<file path="src/rtl/burst_gain_pkg.sv">
package burst_gain_pkg;
  typedef enum logic [1:0] {
    STEP_KEEP,
    STEP_UP,
    STEP_DOWN,
    STEP_CLR
  } ptr_step_e;
endpackage

</file>
<file path="src/rtl/gain_table.sv">
module gain_table #(
  parameter int DEPTH  = 128,
  parameter int GAIN_W = 12,
  localparam int ADDR_W = $clog2(DEPTH)
) (
  input  logic              clk_i,
  input  logic              wr_en_i,
  input  logic [ADDR_W-1:0] wr_addr_i,
  input  logic [GAIN_W-1:0] wr_data_i,
  input  logic [ADDR_W-1:0] rd_addr_i,
  output logic [GAIN_W-1:0] rd_data_o
);
  logic [GAIN_W-1:0] mem_q [DEPTH];

  always_ff @(posedge clk_i) begin
    if (wr_en_i) mem_q[wr_addr_i] <= wr_data_i;
  end

  assign rd_data_o = mem_q[rd_addr_i];
endmodule

</file>
<file path="src/rtl/ramp_ptr.sv">
module ramp_ptr
  import burst_gain_pkg::*;
#(
  parameter int ADDR_W = 7
) (
  input  logic              clk_i,
  input  logic              rst_ni,
  input  logic              prof_en_i,
  input  logic              hold_i,
  input  logic              tx_en_i,
  input  logic              stb_i,
  input  logic [ADDR_W-1:0] len_i,
  output logic [ADDR_W-1:0] ptr_o
);
  ptr_step_e step;
  logic [ADDR_W-1:0] ptr_q;

  always_comb begin
    if (!prof_en_i)                      step = STEP_CLR;
    else if (!stb_i || hold_i)           step = STEP_KEEP;
    else if (tx_en_i && ptr_q < len_i)   step = STEP_UP;
    else if (!tx_en_i && ptr_q != '0)    step = STEP_DOWN;
    else                                 step = STEP_KEEP;
  end

  always_ff @(posedge clk_i or negedge rst_ni) begin
    if (!rst_ni) ptr_q <= '0;
    else begin
      unique case (step)
        STEP_UP:   ptr_q <= ptr_q + 1'b1;
        STEP_DOWN: ptr_q <= ptr_q - 1'b1;
        STEP_CLR:  ptr_q <= '0;
        default:   ptr_q <= ptr_q;
      endcase
    end
  end

  assign ptr_o = ptr_q;
endmodule

</file>
<file path="src/rtl/gain_scaler.sv">
module gain_scaler #(
  parameter int DATA_W = 16,
  parameter int GAIN_W = 12
) (
  input  logic signed [DATA_W-1:0] smp_i,
  input  logic        [GAIN_W-1:0] gain_i,
  output logic signed [DATA_W-1:0] smp_o
);
  localparam int PW   = DATA_W + GAIN_W + 1;
  localparam int FRAC = GAIN_W - 1;
  localparam logic signed [PW-1:0] HI  = PW'((2 ** (DATA_W - 1)) - 1);
  localparam logic signed [PW-1:0] LO  = -HI - PW'(1);
  localparam logic signed [PW-1:0] RND = PW'(1) <<< (FRAC - 1);

  logic signed [PW-1:0] prod, rnd, shr, clip;

  always_comb begin
    prod = PW'(smp_i) * PW'($signed({1'b0, gain_i}));
    rnd  = prod + RND;
    shr  = rnd >>> FRAC;
    if (shr > HI)      clip = HI;
    else if (shr < LO) clip = LO;
    else               clip = shr;
  end

  assign smp_o = clip[DATA_W-1:0];
endmodule

</file>
<file path="src/rtl/burst_gain_ramp.sv">
module burst_gain_ramp #(
  parameter int DATA_W = 16,
  parameter int GAIN_W = 12,
  parameter int DEPTH  = 128,
  localparam int ADDR_W = $clog2(DEPTH),
  localparam int LANES  = 2
) (
  input  logic                     clk_i,
  input  logic                     rst_ni,
  input  logic                     prof_en_i,
  input  logic                     hold_i,
  input  logic                     tx_en_i,
  input  logic [ADDR_W-1:0]        len_i,
  input  logic                     wr_en_i,
  input  logic [ADDR_W-1:0]        wr_addr_i,
  input  logic [GAIN_W-1:0]        wr_data_i,
  input  logic                     stb_i,
  input  logic signed [DATA_W-1:0] i_i,
  input  logic signed [DATA_W-1:0] q_i,
  output logic signed [DATA_W-1:0] i_o,
  output logic signed [DATA_W-1:0] q_o,
  output logic                     vld_o,
  output logic [GAIN_W-1:0]        gain_o
);
  localparam logic [GAIN_W-1:0] GAIN_ONE = {1'b1, {(GAIN_W-1){1'b0}}};

  logic [ADDR_W-1:0] ptr;
  logic [GAIN_W-1:0] tbl_gain, gain_cur, gain_q;
  logic signed [DATA_W-1:0] smp_in  [LANES];
  logic signed [DATA_W-1:0] smp_out [LANES];
  logic signed [DATA_W-1:0] smp_q   [LANES];

  gain_table #(.DEPTH(DEPTH), .GAIN_W(GAIN_W)) u_tbl (
    .clk_i     (clk_i),
    .wr_en_i   (wr_en_i),
    .wr_addr_i (wr_addr_i),
    .wr_data_i (wr_data_i),
    .rd_addr_i (ptr),
    .rd_data_o (tbl_gain)
  );

  ramp_ptr #(.ADDR_W(ADDR_W)) u_ptr (
    .clk_i     (clk_i),
    .rst_ni    (rst_ni),
    .prof_en_i (prof_en_i),
    .hold_i    (hold_i),
    .tx_en_i   (tx_en_i),
    .stb_i     (stb_i),
    .len_i     (len_i),
    .ptr_o     (ptr)
  );

  // hold wins over the table and over bypass
  always_comb begin
    if (hold_i)          gain_cur = gain_q;
    else if (prof_en_i)  gain_cur = tbl_gain;
    else                 gain_cur = GAIN_ONE;
  end

  assign smp_in[0] = i_i;
  assign smp_in[1] = q_i;

  for (genvar l = 0; l < LANES; l++) begin : g_lane
    gain_scaler #(.DATA_W(DATA_W), .GAIN_W(GAIN_W)) u_scl (
      .smp_i  (smp_in[l]),
      .gain_i (gain_cur),
      .smp_o  (smp_out[l])
    );

    always_ff @(posedge clk_i or negedge rst_ni) begin
      if (!rst_ni)    smp_q[l] <= '0;
      else if (stb_i) smp_q[l] <= smp_out[l];
    end
  end

  always_ff @(posedge clk_i or negedge rst_ni) begin
    if (!rst_ni) begin
      gain_q <= GAIN_ONE;
      vld_o  <= 1'b0;
    end else begin
      vld_o <= stb_i;
      if (stb_i) gain_q <= gain_cur;
    end
  end

  assign i_o    = smp_q[0];
  assign q_o    = smp_q[1];
  assign gain_o = gain_q;
endmodule

</file>
<file path="config.mk">
export PLATFORM = sky130hd
export DESIGN_NAME = burst_gain_ramp
export DESIGN_NICKNAME = d
export VERILOG_FILES = /design/src/rtl/burst_gain_pkg.sv /design/src/rtl/gain_table.sv /design/src/rtl/ramp_ptr.sv /design/src/rtl/gain_scaler.sv /design/src/rtl/burst_gain_ramp.sv
export SDC_FILE = /design/constraint.sdc
export NUM_CORES = 2
export LEC_CHECK = 0
export BUFFER_PORTS_ARGS = -buffer_cell sky130_fd_sc_hd__buf_4
export CAP_MARGIN = 30
export CORE_MARGIN = 2
export CORE_UTILIZATION = 65
export DETAILED_ROUTE_END_ITERATION = 8
export HOLD_SLACK_MARGIN = 0.08
export PLACE_DENSITY = 0.79
export SYNTH_ARGS = -nofsm -noshare
export SYNTH_HDL_FRONTEND = slang
export SYNTH_HIERARCHICAL = 1
export SYNTH_SLANG_ARGS = --single-unit
</file>
<file path="constraint.sdc">
create_clock -name clk_i -period 21.2 [get_ports clk_i]
set_input_delay 1.06 -clock clk_i [delete_from_list [all_inputs] [get_ports clk_i]]
set_output_delay 1.06 -clock clk_i [all_outputs]
set_load 0.05 [all_outputs]
</file>
==> metrics list <==
- The tool flagged a number of max-cap violations equal to 0.
* Netlist cell types: 76
- At the later pin of the worst-skew pair, clock insertion delay measures between 0.7 and 0.8 ns.
- Adding up every negative setup slack in the final design gives 0 ns.
- The worst setup path is launched from a flip-flop.
- Cells after Synth: roughly 4200
* Unrepaired setup endpoints after global routing: no
* Master of the slowest instance on the critical path: sky130_fd_sc_hd__dfrtp_4
- Top cells by area, synth: sky130_fd_sc_hd__edfxtp_1, sky130_fd_sc_hd__mux4_2, sky130_fd_sc_hd__fa_1
- Routed wire per std cell: 32.00 µm
- Total I/O pin count: 110
- Kind of critical path: flip-flop to flip-flop
* Net switching power: 4.505 mW
- Number of global-route vias before repair: approximately 43000
* Endpoints failing setup: 0
* Clock tree from TritonCTS: done
- Post-synthesis area per instance: ~18 µm²
* Number of sinks driven by the clock tree: 1588
* TritonCTS Buffers: 151
* Area of the die: 120200 µm²
- Number of standard-cell rows in the floorplan: 125
- Across every metal layer, demand over resource in global routing totals 0.3370.
- After floorplanning, the core was sized to cover 116400 µm².
* Number of pins with negative max-slew slack in the final report: 0
- Share of post-route cells with drive strength above 1: 0.2413
* DRC viols: 0
- Post-synth net total: 4844
- For this run the aggregate overflow at the end of global routing stands at 0.
- Based on the critical path, the design can be clocked at up to 86.15 MHz.
- Vias: 41310
- The first global-routing pass estimated 292200 µm of wire.
- For the worst setup path, the data required time is 21.83 ns.
* Comb power frac: 0.475
- Of all nets on the critical path, the largest fanout is 97.
* Clock Root Buffer: sky130_fd_sc_hd__clkbuf_16
- The floorplan step set the die height to 346.8 µm.
* Hold Worst Slack: 0.3695 ns
- STA classifies the critical path endpoint as a flip-flop.
- Number of nets at the end of the flow: 5085
* Number of endpoints with negative hold slack in the final report: 0
* Part of the Yosys area used for sequential elements: 0.6210
- For this run, the leading register cell type out of synthesis is sky130_fd_sc_hd__edfxtp_1.
- Clock buffer depth: 3
- Number of enable-type register cells in the synthesized netlist: 1536
- By count the netlist is led by sky130_fd_sc_hd__edfxtp_1, sky130_fd_sc_hd__mux4_2, sky130_fd_sc_hd__inv_1.
* Final design utilization: 0.7283
* Classification of the worst-slack hold path: input port to async pin
- The largest total area in the synthesized netlist belongs to sky130_fd_sc_hd__edfxtp_1.
- By instance count, the leading cell after synthesis is sky130_fd_sc_hd__edfxtp_1.
- Of the available clock period, the critical path in the final layout requires 0.5476.
* Count of antenna-violating nets left after detailed routing: 0
* Cell Pwr Density: between 100 and 150 nW/µm²
- The initial utilization of the core area, before any placement, comes to 0.6563.
- The worst-case IR drop observed on VDD is 0.2751 mV.
* Via density: around 6.7
* Final non-filler cell total: slightly above 6000
* Postcts setup bufs: 0
- For this design, the CTS-stage hold fixing added 0 buffers.
- Data arrives at the worst endpoint at 12.24 ns.
- Clock skew after layout: approximately 0.037 ns
* Sequential share of power: 0.299
* Actual transition at the worst max-transition pin: 1.024 ns
- After legalization and detailed placement, the total HPWL measured around 110000 µm.
- Die width: about 350 µm
* GP Congestion: 0.8822
- Number of placed cells counting well taps: 5852
- Headroom to the max-slew limit came out at 0.3166.
* Number of violations reported at the end of detailed-routing iteration 0: 5569
- Post-synth ARST share: 0.03275
* Reg clk slew, reported paths: about 0.06 ns
* Number of levels the H-tree was split into: 4
- The cell area that synthesis handed to floorplanning was 76370 µm².
* Maximum number of pins on one net before global-route repair: around 110
- The internal power of the cells totals 7.397 mW.
* Share of the synthesized area in the top cell type: 0.6040
- Crit path max-delay family: adder cells
- Pre-antenna DRT Iters: 6
- FILL cells: 6556
- Once the clock tree was built, the resizer swapped 0 gates to a different size.
- Sw frac: 0.3785
* YS warnings: 6
- Critical path buffers and inverters: 8
- Summed over all layers, the routed wires come to between 150000 and 200000 µm.
- The number of antenna violations at the first check in global routing was 13.
- The multi-input combinational cells in the finished layout cover a total of 26610 µm².
- Relative to the synthesized area, the layout overhead comes to 10.97%.
* Synthesized flop and latch total: 1588
- Final critical-path required period: 11.61 ns
* CP peak stage delay: just under 1 ns
- Input and output buffers added on the ports amount to ~110.
* FF+latch area: between 40000 and 50000 µm²
* Leakage: 29.50 nW
* Result of the run: finished, final reports clean
- Share of power burned in the clock network: 0.226
-- placed cells by master (no fill, tap or decap), types with 150 or more instances in the layout --
| cell type | n |
|---|---|
| sky130_fd_sc_hd__nor2_1 | 150 |
| sky130_fd_sc_hd__nand2_1 | 271 |
| sky130_fd_sc_hd__clkbuf_16 | 156 |
| sky130_fd_sc_hd__buf_4 | 252 |
| sky130_fd_sc_hd__and2_1 | 184 |
| sky130_fd_sc_hd__inv_1 | 395 |
| sky130_fd_sc_hd__fa_1 | 357 |
| sky130_fd_sc_hd__ha_1 | 177 |
| sky130_fd_sc_hd__edfxtp_1 | 1536 |
| sky130_fd_sc_hd__mux4_2 | 504 |
-- final timing paths --
| kind | to | slack [ns] | startpoint | cells past startpoint |
|---|---|---|---|---|
| min reg2reg | i_o[13] | 0.51 | i_o[13] | 1 |
| min | i_o[2] | 0.37 | rst_ni | 1 |
| min in group clk_i | i_o[13] | 0.51 | i_o[13] | 1 |
| max | q_o[1] | 9.59 | u_ptr/ptr_o[0] | 31 |
| max reg2reg | q_o[1] | 9.59 | u_ptr/ptr_o[0] | 31 |
| max in group asynchronous | u_ptr/ptr_o[0] | 20.19 | rst_ni | 1 |
-- power by group through the flow --
stage	Clock [mW]	Sequential, mW	Combinational (mW)
after floorplan	0	3.73	4.28
after global placement	0	3.63	5.49
final	2.69	3.56	5.65
after global routing	2.81	3.57	6.35
after detailed placement	0	3.63	5.60
after CTS	2.71	3.56	5.66
-- worst reg2reg max path: cells and delay by family (launching register included) --
| family | cells | cell delay (ns) |
|---|---|---|
| AO/OA/AOI/OAI | 8 | 2.17 |
| flip-flops | 1 | 0.97 |
| multiplexers | 5 | 2.50 |
| XOR/XNOR | 1 | 0.20 |
| buffers and inverters | 8 | 2.25 |
| adder cells (fa/ha/maj) | 7 | 3.10 |
| AND/OR/NAND/NOR | 2 | 0.28 |
-- logic make-up (layout without fill, tap and decap cells) --
group / count (synthesis) / in the layout / share of synthesized area
flops: 1588 / 1588 / 0.6210
simple gates: 712 / 712 / 0.04442
buf+inv: 597 / 960 / 0.03169
mux: 565 / 565 / 0.1574
fa+ha+maj: 534 / 534 / 0.1226
compound gates: 201 / 201 / 0.01728
xor+xnor: 48 / 48 / 0.005603
other cells: 0 / 3 / 0
-- cell type report --
type,count,area share
diodes,3,0.00008858
well taps,1524,0.02250
multi-input cells,2060,0.3140
inverters,395,0.01750
flip-flops and latches,1588,0.5598
repair buffers,290,0.02892
clock buffers,180,0.04725
clock inverters,95,0.009921
-- metal layers --
| layer | routed length [µm] | vias up | global-route usage |
|---|---|---|---|
| met5 | 80 | - | 0 |
| met4 | 9070 | 12 | 0.1464 |
| met3 | 20810 | 499 | 0.06627 |
| met2 | 98270 | 2880 | 0.5494 |
| met1 | 68090 | 21430 | 0.4508 |
| li1 | - | 16500 | - |
-- per-stage QoR --
stage	worst slack (ns)	total power [mW]	area [µm²]
after floorplan	12.10	8.013	76370
after global placement	9.783	9.121	79150
after detailed placement	9.637	9.234	79760
after CTS	9.557	11.94	84600
after global routing	8.770	12.72	84740
final	9.592	11.90	84750
-- flip-flops by register name, summed over array words and instances (netlist names) --
| signal | count |
|---|---|
| u_tbl/mem_q | 1536 |
| i_o | 16 |
| q_o | 16 |
| gain_o | 12 |
| u_ptr/ptr_o | 7 |
| vld_o | 1 |
Power figures use the tool's default switching activity.
